[config.mk]
export PLATFORM = sky130hd
export DESIGN_NAME = fault_lane_eval
export DESIGN_NICKNAME = d
export VERILOG_FILES = /design/src/rtl/fault_lane_eval.sv
export SDC_FILE = /design/constraint.sdc
export NUM_CORES = 1
export LEC_CHECK = 0
export BUFFER_PORTS_ARGS = -buffer_cell sky130_fd_sc_hd__buf_2
export CAP_MARGIN = 10
export CORE_MARGIN = 5
export CORE_UTILIZATION = 50
export DETAILED_ROUTE_END_ITERATION = 8
export PLACE_DENSITY_LB_ADDON = 0.12
export SLEW_MARGIN = 20
export SYNTH_ARGS = -nofsm -noshare
export SYNTH_HDL_FRONTEND = slang
export SYNTH_SLANG_ARGS = --single-unit
[constraint.sdc]
create_clock -name clk -period 2.4 [get_ports clk]
set_input_delay 0.24 -clock clk [delete_from_list [all_inputs] [get_ports clk]]
set_output_delay 0.24 -clock clk [all_outputs]
set_load 0.1 [all_outputs]
[src/rtl/fault_lane_eval.sv]
module fault_lane_eval #(
  parameter int LANES = 32
) (
  input  logic             clk,
  input  logic             rst_n,
  input  logic             op_valid,
  input  logic [2:0]       op_code,
  input  logic [LANES-1:0] a_hi,
  input  logic [LANES-1:0] a_lo,
  input  logic [LANES-1:0] b_hi,
  input  logic [LANES-1:0] b_lo,
  input  logic [LANES-1:0] stuck0,
  input  logic [LANES-1:0] stuck1,
  output logic             res_valid,
  output logic [LANES-1:0] res_hi,
  output logic [LANES-1:0] res_lo,
  output logic [LANES-1:0] detect
);

  localparam logic [LANES-1:0] ALL1 = {LANES{1'b1}};

  logic [LANES-1:0] and_hi, and_lo, or_hi, or_lo, xor_hi, xor_lo;
  logic [LANES-1:0] g_hi, g_lo, f_hi, f_lo, known, good_val;
  logic             good_known;

  // plane-wise AND / OR; NOT swaps planes with inversion
  assign and_hi = a_hi & b_hi;
  assign and_lo = a_lo & b_lo;
  assign or_hi  = a_hi | b_hi;
  assign or_lo  = a_lo | b_lo;
  // XOR as (A & ~B) | (~A & B), composed from the three primitives
  assign xor_hi = (a_hi & ~b_lo) | (~a_lo & b_hi);
  assign xor_lo = (a_lo & ~b_hi) | (~a_hi & b_lo);

  always_comb begin
    case (op_code)
      3'd0:    begin g_hi = and_hi; g_lo = and_lo; end
      3'd1:    begin g_hi = or_hi;  g_lo = or_lo;  end
      3'd2:    begin g_hi = ~a_lo;  g_lo = ~a_hi;  end
      3'd3:    begin g_hi = ~and_lo; g_lo = ~and_hi; end
      3'd4:    begin g_hi = ~or_lo;  g_lo = ~or_hi;  end
      3'd5:    begin g_hi = xor_hi; g_lo = xor_lo; end
      default: begin g_hi = ALL1;   g_lo = '0;     end
    endcase
  end

  // stuck-at override, stuck1 dominant
  assign f_hi = (g_hi & ~stuck0) | stuck1;
  assign f_lo = (g_lo & ~stuck0) | stuck1;

  assign known      = ~(f_hi ^ f_lo);
  assign good_known = known[0];
  assign good_val   = {LANES{f_lo[0]}};

  always_ff @(posedge clk) begin
    if (!rst_n) begin
      res_valid <= 1'b0;
      res_hi    <= '0;
      res_lo    <= '0;
      detect    <= '0;
    end else begin
      res_valid <= op_valid;
      if (op_valid) begin
        res_hi <= f_hi;
        res_lo <= f_lo;
        detect <= good_known ? (known & (f_lo ^ good_val)) : '0;
      end
    end
  end

  a_r10_valid_pulse: assert property (@(posedge clk) disable iff (!rst_n)
    op_valid |=> res_valid);
  a_r10_no_spurious: assert property (@(posedge clk) disable iff (!rst_n)
    !op_valid |=> !res_valid);
  a_r10_hold: assert property (@(posedge clk) disable iff (!rst_n)
    !op_valid |=> ($stable(res_hi) && $stable(res_lo) && $stable(detect)));
  a_r9_lane0_clear: assert property (@(posedge clk) disable iff (!rst_n)
    detect[0] == 1'b0);
  a_r9_known_only: assert property (@(posedge clk) disable iff (!rst_n)
    (detect & (res_hi ^ res_lo)) == '0);
  a_r8_stuck1_wins: assert property (@(posedge clk) disable iff (!rst_n)
    op_valid |=> ((res_hi & res_lo & $past(stuck1)) == $past(stuck1)));
  a_r8_stuck0: assert property (@(posedge clk) disable iff (!rst_n)
    op_valid |=> (((res_hi | res_lo) & $past(stuck0) & ~$past(stuck1)) == '0));
  a_r1_legal_codes: assert property (@(posedge clk) disable iff (!rst_n)
    (op_valid && (((a_lo & ~a_hi) | (b_lo & ~b_hi)) == '0)) |=> ((res_lo & ~res_hi) == '0));

endmodule

# --- Word-level counts from Yosys, hierarchy flattened ---
# Index checks and enable logic that the tools add are counted.
totals:
  register_bits: 97
  input_bits: 198
  output_inout_bits: 97
  wordCells: 40
classes:
  n_eq_ne: 5
  mux: 3
  n_bitwise: 27
  n_reduce_logical: 1
ops:
  columns: ["cell", "count"]
  rows:
  - ["one-hot mux 32 bit (6 select lines)", 2]
  - ["inverter 32 bit", 10]
  - ["AND 32 bit", 9]
  - ["bitwise OR 32 bit", 6]
  - ["bitwise XOR 32 bit", 2]
  - ["2-to-1 mux 32 bit", 1]
  - ["== test 3 x 2 -> 1 bit, second input constant", 2]
  - ["== test 3 bit, second input constant", 2]
  - ["== test 3 x 1 -> 1 bit, second input constant", 1]
  - ["zero test 3 bit", 1]

# --- Depth between registers and ports, before layout ---
logic_depth:
  word_depth: 10
  ltp_mapped: 12
  depth_no_buf: 7

# --- Worst setup path after synthesis ---
# OpenSTA, ideal clock, no wires.
synth_timing:
  path_type: "input -> register"
  start: "input port op_code[0]"
  end: "register detect[25]"
  setup_ps: 69
  arrival_ps: 1882
  required_time_ps: 2331
  path_slack_ps: 449
  cell_stages: 8
  n_path_buf: 1
  cell_sequence: "or4b_1 > o2111ai_1 > nor3_4 > o31ai_4 > nand2_2 > buf_4 > o31a_1 > o21ai_1"
synth_between:
  elab_chain_cells: 8
  word_cells_on_any_way: 17
  classes_between: "eq/ne: 5; mux: 3; bitwise: 8; reduce/logical: 1"
synth_rtl:
  columns: ["item", "line", "text"]
  rows:
  - ["start: declaration", "7", "input logic [2:0] op_code,"]
  - ["== test 3 bit, or another cell as far along", "36", "case (op_code)"]
  - ["one-hot mux 32 bit (6 select lines)", "36", null]
  - ["AND 32 bit, on equally long branches", "48, 49", null]
  - ["bitwise OR 32 bit, on equally long branches", "48, 49", null]
  - ["bitwise XOR 32 bit", "51", "assign known = ~(f_hi ^ f_lo);"]
  - ["inverter 32 bit", "51", null]
  - ["AND 32 bit", "66", "detect <= good_known ? (known & (f_lo ^ good_val)) : '0;"]
  - ["2-to-1 mux 32 bit (*)", "66", null]
  - ["end signal: assignment", "66", null]
  - ["end: declaration", "17", "output logic [LANES-1:0] detect"]
# Mark *: on every way between the ends. The rest lies on a longest branch, timed or not.
# A chain may end at the register's enable or synchronous reset.

# --- Worst setup path in the final report ---
layout_timing:
  start: "input port op_code[0]"
  end: "register detect[23]"
# The elaborated chain is that of the path after synthesis.

==> results.py <==
metrics = {
    "place": {
        "dp.cells": 1662,
        "port_buffers": 293,
        "dp_hpwl_um": 26400,
        "place_congestion": 1.06,
    },
    "pwr": {
        "power_density_mw_per_mm2": 557,
        "vdd_ir_drop_max_mv": 0.356,
        "leakagePower_nw": 4.49,
    },
    "global_routing": {
        "grt_pass1_vias": 9170,
        "grt_antenna_before_repair": 11,
        "grt_pass1_wl_um": 50800,
        "grt_max_degree": 103,
        "grt_overflow": 0,
        "track_usage": 0.344,
    },
    "layout": {
        "nets": 1655,
        "syn_to_final_growth_pct": 28.1,
        "stdcell_count": 1682,
        "nFillCells": 1472,
        "drive_gt1_frac": 0.276,
    },
    "detailed_routing": {
        "routed-wl-met2_um": 15000,
        "drcViolationCount": 0,
        "maxUsedRoutingLayer": "met5",
        "drt_iter0_markers": 1170,
        "vias": 10600,
        "routed_wl_um": 33800,
        "ant_nets": 0,
        "vias_per_cell": 6.33,
        "wire_per_inst_um": 20.1,
        "drt_first_pass_iters": 6,
        "met1_length_um": 13500,
        "met3_length_um": 4290,
    },
    "sta": {
        "slew_violations": 0,
        "finalSetupViolCount": 0,
        "fin_crit_ns": 1.97,
        "rsz0062_at_grt": "false",
        "tightest_slew_ns": 0.698,
        "fmax_mhz": 506,
        "finalHoldViolCount": 0,
        "slew_headroom": 0.531,
        "fin_setup_tns_ns": 0,
        "fin_skew_ns": 0,
        "finalCritPeriodShare": 0.823,
    },
    "worst_setup_path": {
        "critical_path_buf_inv_count": 2,
        "cp-start-kind": "primary input",
        "endpoint_kind": "flip-flop",
        "slowest_stage": "or4b_1",
        "path_delay_family": "simple AND/OR/NAND/NOR gates",
        "worstSetupPathType": "in -> reg",
        "required_ns": 2.69,
        "max_stage_delay_ns": 0.53,
        "crit_fanout": 20,
        "path_depth": 9,
        "r2r_cells": 2,
        "critical_path_arrival_ns": 2.26,
        "worstPathCellList": "buf_4, or4b_1, o2111ai_1, nor3_4, o31ai_4, nand2_2, buf_12, nor3b_1, a221o_1",
    },
    "yosys": {
        "synth_cell_types": 75,
        "seq_area_frac_synth": 0.239,
        "async_flop_share": 0,
        "yosys_warnings": 0,
        "synth_seq_cells": 96,
        "ys.flop_type": "dfxtp_1",
        "syn_inst": 1167,
        "synth_nets": 1365,
        "syn-cell-area_mm2": 0.00804,
        "synth_edf_count": 0,
        "syn_area_per_cell_um2": 6.89,
    },
    "floorplan": {
        "row_count": 46,
        "die_h_um": 137,
        "die_w_um": 137,
        "io_pins": 295,
        "dieArea_mm2": 0.0187,
        "start_util": 0.508,
        "fp.coreArea_mm2": 0.0158,
    },
    "run_status": {
        "status": "completed",
    },
    "clocking": {
        "cts_resized": 0,
        "insertion_delay_ns": 0.35,
        "cts_made_buffers": 9,
        "cts.sinks": 96,
        "cts_tree": "done",
        "postCtsHoldBufs": 0,
        "htree_num_levels": 3,
        "root_buffer": "clkbuf_16",
        "path_clk_slew_ns": 0.08,
        "clock_path_buffers": 2,
        "cts_setup_buffers": 0,
    },
    "job": {
        "cap_violations": 0,
    },
    "hold_path": {
        "hp-class": "in -> reg",
        "hold_depth": 3,
    },
}
worst paths after layout:
check | start | slack [ns] | to
worst max register to register | detect[15] | 1.56 | detect[15]
worst max-delay path | op_code[0] | 0.43 | detect[23]
worst min register to register | detect[20] | 0.47 | detect[20]
worst min-delay path | stuck1[22] | 0.15 | res_hi[22]
kinds of logic (layout without fill, tap and decap cells):
family,Yosys count,count (layout),synth area share
compound gates,487,487,0.413
simple gates,444,444,0.267
buf+inv,134,429,0.0739
flops,96,96,0.239
mux,3,3,0.00374
fa+ha+maj,2,2,0.00249
other cells,1,5,0.000467
layout make-up:
class                      instances  area [um2]  area share
clock buffer                      10         229      0.0222
inverter                          46         173      0.0168
sequential                        96        1920       0.187
tap                              216         270      0.0263
antenna                            4        10.0    0.000972
timing repair buffer             367        2110       0.205
multi-input combinational        937        5530       0.537
clock inverter                     6        57.6     0.00559
flip-flops by register name, indices dropped and copies added (netlist names):
| register | count |
|---|---|
| res_valid | 1 |
| detect | 31 |
| res_hi | 32 |
| res_lo | 32 |
cell usage after synthesis, drive strengths merged, types with 4 or more instances:
cell type / count / area share
nand2: 73 / 0.034
a22oi: 13 / 0.012
nor2: 184 / 0.087
a32o: 5 / 0.0062
nand2b: 51 / 0.040
o2bb2ai: 17 / 0.019
and3: 4 / 0.0031
dfxtp: 96 / 0.24
o211ai: 9 / 0.0084
nor3b: 23 / 0.021
or2: 6 / 0.0047
a211oi: 57 / 0.053
a21oi: 89 / 0.056
clkbuf: 40 / 0.019
nor2b: 18 / 0.014
or3: 9 / 0.0076
a41oi: 7 / 0.0076
a22o: 9 / 0.0098
a221o: 13 / 0.016
buf: 48 / 0.034
a2bb2oi: 5 / 0.0054
nor3: 45 / 0.030
a211o: 12 / 0.013
o31a: 6 / 0.0065
a31oi: 32 / 0.025
o31ai: 4 / 0.0054
o221ai: 11 / 0.012
a21o: 7 / 0.0065
o32ai: 4 / 0.0044
o22ai: 10 / 0.0078
nor4: 5 / 0.0039
nand3: 15 / 0.0093
inv: 45 / 0.021
o21ai: 121 / 0.075
a32oi: 16 / 0.020
a221oi: 14 / 0.015
tightest hold or removal path, delay by kind of cell:
kind | cells | cell delay [ns]
AO/OA/AOI/OAI | 1 | 0.06
buffers and inverters | 2 | 0.16
report_power, final:
| part | internal [mW] | leakage, nW | switching, mW | total [mW] |
|---|---|---|---|---|
| combinational | 0.671 | 3.55 | 1.82 | 2.49 |
| sequential | 1.72 | 0.796 | 0.0673 | 1.78 |
| clock | 0.732 | 0.142 | 0.731 | 1.46 |
| total | 3.12 | 4.49 | 2.62 | 5.74 |
placed cells by master (no fill, tap or decap), types with 5 or more instances in the layout:
cell / instances
buf_12: 6
nor4_1: 5
nor2b_1: 17
a32o_1: 5
a2bb2oi_1: 5
a32oi_1: 15
a211oi_1: 57
a31oi_1: 32
a21o_1: 7
a22oi_1: 13
clkbuf_16: 9
buf_4: 72
a21oi_1: 88
o211ai_1: 9
o31a_1: 6
a221oi_1: 14
nand2b_1: 51
a22o_1: 9
o221ai_1: 11
nor3_1: 43
nand3_1: 15
or3_1: 8
buf_2: 289
a221o_1: 13
dfxtp_1: 96
nand2_1: 72
a41oi_1: 7
o21ai_0: 118
o2bb2ai_1: 17
nor3b_1: 23
o22ai_1: 10
a211o_1: 12
nor2_1: 180
or2_2: 5
inv_1: 42
stage by stage:
step	power (mW)	setup slack [ns]	area (um2)	hold WS [ns]	util
global route	5.97	0.324	10300	0.150	0.650
finish	5.74	0.426	10300	0.155	0.650
floorplan	3.53	0.449	8040	0.379	-
CTS	5.71	0.464	10300	0.152	0.650
detailed placement	4.27	0.112	10000	0.447	0.632
global placement	4.25	0.184	10000	0.443	0.632
metal layers:
metal | vias to the layer above | GRT usage
li1 | 4973 | -
met5 | - | 0
met2 | 698 | 0.531
met1 | 4884 | 0.470
met3 | 79 | 0.0963
met4 | 14 | 0.101
(Power assumes the default switching activity.)
